<file path="config.mk">
export PLATFORM = sky130hd
export DESIGN_NAME = pxrun_serializer
export DESIGN_NICKNAME = d
export VERILOG_FILES = /design/src/rtl/pxrun_pkg.sv /design/src/rtl/pxrun_code_decode.sv /design/src/rtl/pxrun_sticky_flag.sv /design/src/rtl/pxrun_serializer.sv
export SDC_FILE = /design/constraint.sdc
export NUM_CORES = 1
export LEC_CHECK = 0
export CORE_MARGIN = 1
export CORE_UTILIZATION = 43
export DETAILED_ROUTE_END_ITERATION = 8
export HOLD_SLACK_MARGIN = 0.1
export PLACE_DENSITY = 0.76
export SKIP_LAST_GASP = 1
export SLEW_MARGIN = 20
export SYNTH_ARGS = -nofsm -noshare
export SYNTH_HDL_FRONTEND = slang
export SYNTH_SLANG_ARGS = --single-unit
export TNS_END_PERCENT = 50
</file>
<file path="constraint.sdc">
create_clock -name clk -period 2.3 [get_ports clk]
set_input_delay 0.23 -clock clk [delete_from_list [all_inputs] [get_ports clk]]
set_output_delay 0.23 -clock clk [all_outputs]
set_load 0.02 [all_outputs]
</file>
<file path="src/rtl/pxrun_pkg.sv">
package pxrun_pkg;

    // width of the pixel-count field produced by the decoder
    localparam int HOLD_W = 4;

    // control code values (bits 15..9 of a command word)
    localparam int unsigned OP_HOLD1    = 0;
    localparam int unsigned OP_HOLD2    = 1;
    localparam int unsigned OP_HOLD4    = 2;
    localparam int unsigned OP_HOLD7    = 3;
    localparam int unsigned OP_HOLD8    = 4;
    localparam int unsigned OP_WAIT_FRM = 5;
    localparam int unsigned OP_WAIT_LN  = 6;

    typedef enum logic [1:0] {
        ENG_RUN      = 2'd0,
        ENG_WAIT_FRM = 2'd1,
        ENG_WAIT_LN  = 2'd2
    } eng_state_e;

    typedef enum logic [1:0] {
        ACT_HOLD     = 2'd0,
        ACT_WAIT_FRM = 2'd1,
        ACT_WAIT_LN  = 2'd2
    } act_e;

    typedef struct packed {
        act_e              act;
        logic [HOLD_W-1:0] pixels;   // run length in pixel times, >= 1
    } cmd_action_t;

endpackage

</file>
<file path="src/rtl/pxrun_code_decode.sv">
module pxrun_code_decode
    import pxrun_pkg::*;
#(
    parameter int CODE_W = 7
) (
    input  logic [CODE_W-1:0] code,
    output cmd_action_t       action
);

    always_comb begin
        action.act    = ACT_HOLD;
        action.pixels = HOLD_W'(1);
        case (code)
            CODE_W'(OP_HOLD1):    action.pixels = HOLD_W'(1);
            CODE_W'(OP_HOLD2):    action.pixels = HOLD_W'(2);
            CODE_W'(OP_HOLD4):    action.pixels = HOLD_W'(4);
            CODE_W'(OP_HOLD7):    action.pixels = HOLD_W'(7);
            CODE_W'(OP_HOLD8):    action.pixels = HOLD_W'(8);
            CODE_W'(OP_WAIT_FRM): action.act    = ACT_WAIT_FRM;
            CODE_W'(OP_WAIT_LN):  action.act    = ACT_WAIT_LN;
            default:              action.pixels = HOLD_W'(1); // unknown: one pixel
        endcase
    end

endmodule

</file>
<file path="src/rtl/pxrun_sticky_flag.sv">
module pxrun_sticky_flag (
    input  logic clk,
    input  logic rst_n,
    input  logic set,
    output logic flag
);

    logic flag_d, flag_q;

    always_comb begin
        flag_d = flag_q | set;
    end

    always_ff @(posedge clk) begin
        if (!rst_n) flag_q <= 1'b0;
        else        flag_q <= flag_d;
    end

    assign flag = flag_q;

    // once raised, the flag holds until reset
    p_flag_sticky_r9: assert property (@(posedge clk) disable iff (!rst_n)
        flag |=> flag);

endmodule

</file>
<file path="src/rtl/pxrun_serializer.sv">
module pxrun_serializer
    import pxrun_pkg::*;
#(
    parameter int RGB_W       = 9,
    parameter int CODE_W      = 7,
    parameter int CLK_PER_PIX = 4   // must be 2 or more
) (
    input  logic                    clk,
    input  logic                    rst_n,
    input  logic [RGB_W+CODE_W-1:0] cmd_data,
    input  logic                    cmd_valid,
    output logic                    cmd_ready,
    input  logic                    line_mark,
    input  logic                    frame_mark,
    output logic [RGB_W-1:0]        rgb_out,
    output logic                    underflow
);

    localparam int PH_W = $clog2(CLK_PER_PIX);
    localparam logic [PH_W-1:0] LAST_PH = PH_W'(CLK_PER_PIX - 1);

    typedef struct packed {
        eng_state_e        st;
        logic [PH_W-1:0]   phase;  // engine clock within the pixel time
        logic [HOLD_W-1:0] left;   // pixel times still to hold after this one
        logic [RGB_W-1:0]  rgb;
    } eng_t;

    eng_t        eng_d, eng_q;
    cmd_action_t action;
    logic        word_due;
    logic        starve;

    pxrun_code_decode #(.CODE_W(CODE_W)) u_decode (
        .code   (cmd_data[RGB_W+CODE_W-1:RGB_W]),
        .action (action)
    );

    always_comb begin
        eng_d    = eng_q;
        word_due = (eng_q.st == ENG_RUN) && (eng_q.phase == LAST_PH) && (eng_q.left == '0);
        starve   = word_due && !cmd_valid;
        case (eng_q.st)
            ENG_RUN: begin
                if (eng_q.phase == LAST_PH) begin
                    eng_d.phase = '0;
                    if (eng_q.left != '0) begin
                        eng_d.left = eng_q.left - HOLD_W'(1);
                    end else if (!cmd_valid) begin
                        eng_d.rgb  = '0;
                        eng_d.left = '0;
                    end else begin
                        case (action.act)
                            ACT_WAIT_FRM: begin
                                eng_d.st  = ENG_WAIT_FRM;
                                eng_d.rgb = '0;
                            end
                            ACT_WAIT_LN: begin
                                eng_d.st  = ENG_WAIT_LN;
                                eng_d.rgb = '0;
                            end
                            default: begin
                                eng_d.rgb  = cmd_data[RGB_W-1:0];
                                eng_d.left = action.pixels - HOLD_W'(1);
                            end
                        endcase
                    end
                end else begin
                    eng_d.phase = eng_q.phase + PH_W'(1);
                end
            end
            ENG_WAIT_FRM: begin
                if (frame_mark) begin
                    eng_d.st    = ENG_RUN;
                    eng_d.phase = '0;
                    eng_d.left  = '0;
                    eng_d.rgb   = '0;
                end
            end
            ENG_WAIT_LN: begin
                if (line_mark) begin
                    eng_d.st    = ENG_RUN;
                    eng_d.phase = '0;
                    eng_d.left  = '0;
                    eng_d.rgb   = '0;
                end
            end
            default: begin
                eng_d.st    = ENG_RUN;
                eng_d.phase = '0;
                eng_d.left  = '0;
                eng_d.rgb   = '0;
            end
        endcase
    end

    always_ff @(posedge clk) begin
        if (!rst_n) begin
            eng_q.st    <= ENG_RUN;
            eng_q.phase <= '0;
            eng_q.left  <= '0;
            eng_q.rgb   <= '0;
        end else begin
            eng_q <= eng_d;
        end
    end

    pxrun_sticky_flag u_underflow (
        .clk   (clk),
        .rst_n (rst_n),
        .set   (starve),
        .flag  (underflow)
    );

    assign cmd_ready = word_due;
    assign rgb_out   = eng_q.rgb;

    // the handshake never stays open for two clocks in a row
    p_ready_single_r8: assert property (@(posedge clk) disable iff (!rst_n)
        cmd_ready |=> !cmd_ready);

    // black output whenever the engine is parked
    p_black_in_wait_r5: assert property (@(posedge clk) disable iff (!rst_n)
        (eng_q.st != ENG_RUN) |-> (rgb_out == '0));

    // without the line marker, a line wait persists
    p_line_wait_holds_r6: assert property (@(posedge clk) disable iff (!rst_n)
        (eng_q.st == ENG_WAIT_LN && !line_mark) |=> (eng_q.st == ENG_WAIT_LN));

    // without the frame marker, a frame wait persists
    p_frame_wait_holds_r5: assert property (@(posedge clk) disable iff (!rst_n)
        (eng_q.st == ENG_WAIT_FRM && !frame_mark) |=> (eng_q.st == ENG_WAIT_FRM));

    // colour only moves at a pixel boundary
    p_pixel_stable_r11: assert property (@(posedge clk) disable iff (!rst_n)
        (eng_q.phase != '0) |-> $stable(rgb_out));

    // underflow rises only after an unanswered request
    p_underflow_cause_r9: assert property (@(posedge clk) disable iff (!rst_n)
        $rose(underflow) |-> $past(cmd_ready && !cmd_valid));

endmodule

</file>
==> metrics.md <==
| Metric | Value |
|---|---|
| Total power | `664.6 uW` |
| Max Clock Skew | `3.028 ps` |
| Seq/Total Area, Yosys | `29.57%` |
| Die X | `55.24 um` |
| Dpl ws | `-340.0 ps` |
| Setup Crit Path Kind | `reg2out` |
| Max transition margin | `54.22%` |
| Fmax | `466.8 MHz` |
| Vias in the first global route | `1046` |
| Reg2reg setup slack | `230 ps` |
| Post-synth top area share | `29.57%` |
| Comb power frac | `20.2%` |
| Flop pwr share | `49.2%` |
| Vias per inst | `5.557` |
| Worst-Margin Slew | `686.8 ps` |
| RD Place Congestion | `0.8780` |
| DP Area | `1554 um^2` |
| P_leak | `0.0006455 uW` |
| DR vias | `1067` |
| CTS sink cnt | `18` |
| Setup-failing EPs final | `0` |
| PortBufs | `31` |
| CP max stage cell | `or3b_2` |
| DIE AREA | `3051 um^2` |
| Reported net switching power | `166.5 uW` |
| Final worst setup slack | `157.8 ps` |
| Worst-path cell chain | `inv_1 > ha_1 > or3b_2 > nor2_1 > dlygate4sd2_1` |
| CTS Buf Count | `3` |
| CTS tree | `built` |
| VDD IR max | `363.9 uV` |
| Core Region | `2567 um^2` |
| Final period util | `93.14%` |
| Hold-fix buffers, CTS | `0` |
| Post-Synthesis Cell Area | `1219 um^2` |
| Syn nets | `155` |
| Clk root buf | `clkbuf_4` |
| Max-slew violations | `0` |
| Final Non-Filler Cells | `192` |
| Clk_lat worst skew | `310 ps` |
| Setup crit start kind | `flop` |
| Met3 GRT Util | `5.855%` |
| Yosys warning count | `0` |
| Largest net degree at the start of global routing | `21` |
| Die height | `55.24 um` |
| WHS | `485.8 ps` |
| Reg clk slew, reported paths | `110 ps` |
| DR DRC count | `0` |
| Placed cells | `187` |
| Initial antenna violation count | `0` |
| Worst EP required | `2070 ps` |
| Average wire per standard cell | `14.24 um` |
| Crit path max fanout | `5` |
| Delay of the slowest critical-path stage | `520 ps` |
| Layout cell share with drive strength beyond 1 | `24.69%` |
| Area Overhead vs Synth | `32.96%` |
| Std cell rows | `18` |
| Min Tclk post-route | `2142 ps` |
| RSZ-0062 raised after global routing | `false` |
| HP Class | `reg2reg` |
| Post-Synthesis Cells | `128` |
| First-pass GRT wire length | `4754 um` |
| Distinct cells, synth | `43` |
| Max_cap viols | `0` |
| Clk pwr share | `30.6%` |
| IO Count | `32` |
| Largest area contributor in the netlist | `dfxtp_1` |
| GR Util met1 | `22.72%` |
| Met2 GRT Util | `33.22%` |
| Worst Path Buf+Inv | `2` |
| Run status | `finished, final reports clean` |
| Critical path capture point type | `output pin` |
| DRT antenna net count | `0` |
| Sw frac | `25.06%` |
| HPWL Detailed | `2122 um` |
| Design internal power | `498.1 uW` |
| Dominant cells by area after synthesis | `dfxtp_1 30%, nand2b_4 10%, a21boi_2 8.3%` |
| Clock Tree Buf Depth | `2` |
| Main synth FF type | `dfxtp_1` |
| Layout Nets | `190` |
| Iter 0 DRT Violations | `14` |
| Drt first pass iters | `4` |
| Fin area | `1620 um^2` |
| Htree depth | `1` |
| Post-synth EDFFs | `0` |
| Post-Route WL | `2734 um` |
| All-layer global routing usage | `19.51%` |
| Async set-or-reset flop fraction in the synthesized netlist | `0%` |
| Worst Path Arrival | `1910 ps` |
| Gr ovfl total | `0` |
| Yosys reg bits | `18` |
| Hold Violations, Final | `0` |
| Ant. Diodes | `0` |
| Avg Cell Area, Syn | `9.521 um^2` |
| CP delay by family, top | `simple AND/OR/NAND/NOR gates` |
| Pwr/cell area | `410.2 nW/um^2` |
| Most Crowded Layer GR | `met2` |
| Initial Utilization | `47.47%` |
worst min-delay path, cell delays in order, from the launching register on:
cell and delay, ps:
dfxtp_1 350, nand2b_4 70, a21boi_2 40
placed cells by master (no fill, tap or decap), drive strengths merged, types with 2 or more instances in the layout:
cell type / count
dlymetal6s2s: 4
ha: 6
or3b: 4
o211ai: 3
nor2b: 3
a21boi: 12
nand2b: 10
a31oi: 2
o21a: 2
nor3: 5
inv: 7
dfxtp: 18
o21ai: 5
nand4b: 2
nand4: 3
clkbuf: 4
nor2: 5
nand2: 3
clkdlybuf4s50: 26
nand3: 9
buf: 11
metrics by stage:
step	TNS (ps)	utilization (%)
floorplan	0	-
global placement	-1210	60.53
detailed placement	-1304	60.53
CTS	-27.04	61.89
global route	0	63.11
finish	0	63.11
layout make-up:
class                      instances  area, um^2
clock buffer                       4       36.28
fill                             232       947.2
inverter                           7       26.28
multi-input combinational         91       758.2
sequential                        18       360.3
tap                               30       37.54
timing repair buffer              42       401.6
state kept, by name, indices dropped and copies added, names as in the netlist:
signal,cells
eng_q,8
rgb_out,9
u_underflow.flag,1
path summary, 6_finish.rpt:
kind,start,end,cells after the start
worst max register to register,eng_q[9]$_SDFFE_PN0P_,rgb_out[6]$_SDFFE_PN0P_,7
worst max-delay path,eng_q[9]$_SDFFE_PN0P_,cmd_ready,5
worst min register to register,rgb_out[1]$_SDFFE_PN0P_,rgb_out[1]$_SDFFE_PN0P_,2
worst min-delay path,rgb_out[1]$_SDFFE_PN0P_,rgb_out[1]$_SDFFE_PN0P_,2
per-layer routing:
metal	up-vias	part of all wire, %
met5	-	0
met2	37	50
li1	535	-
met3	5	6.5
met4	0	1.3
met1	490	42
power by group through the flow:
stage,Combinational (uW),Sequential (uW),Clock [uW]
after detailed placement,133,334,0
after global routing,145,329,228
after floorplan,70.8,334,0
after CTS,133,327,210
final,134,327,203
after global placement,131,334,0
repair_timing:
item | CTS | global route
pin swaps | 0 | 5
resized for setup | 1 | 8
gates cloned | 0 | 0
endpoints found under the setup margin | 3 | 4
setup buffers | 0 | 1
cell usage after synthesis, drive strengths merged (2+ instances only):
cell type	count
nand2b	10
ha	6
nand4b	2
o21ai	5
o211ai	3
nand3	9
nand4	3
or3b	4
o21a	2
nand2	3
nor3	5
inv	7
a31oi	2
nor2b	3
dfxtp	18
buf	11
a21boi	12
nor2	5
cell families after synthesis:
group	synth area share, %
buf+inv	9.342
xor+xnor	0.7188
mux	0.8214
compound gates	20.43
fa+ha+maj	6.160
flops	29.57
simple gates	32.96
(Power assumes the default switching activity.)
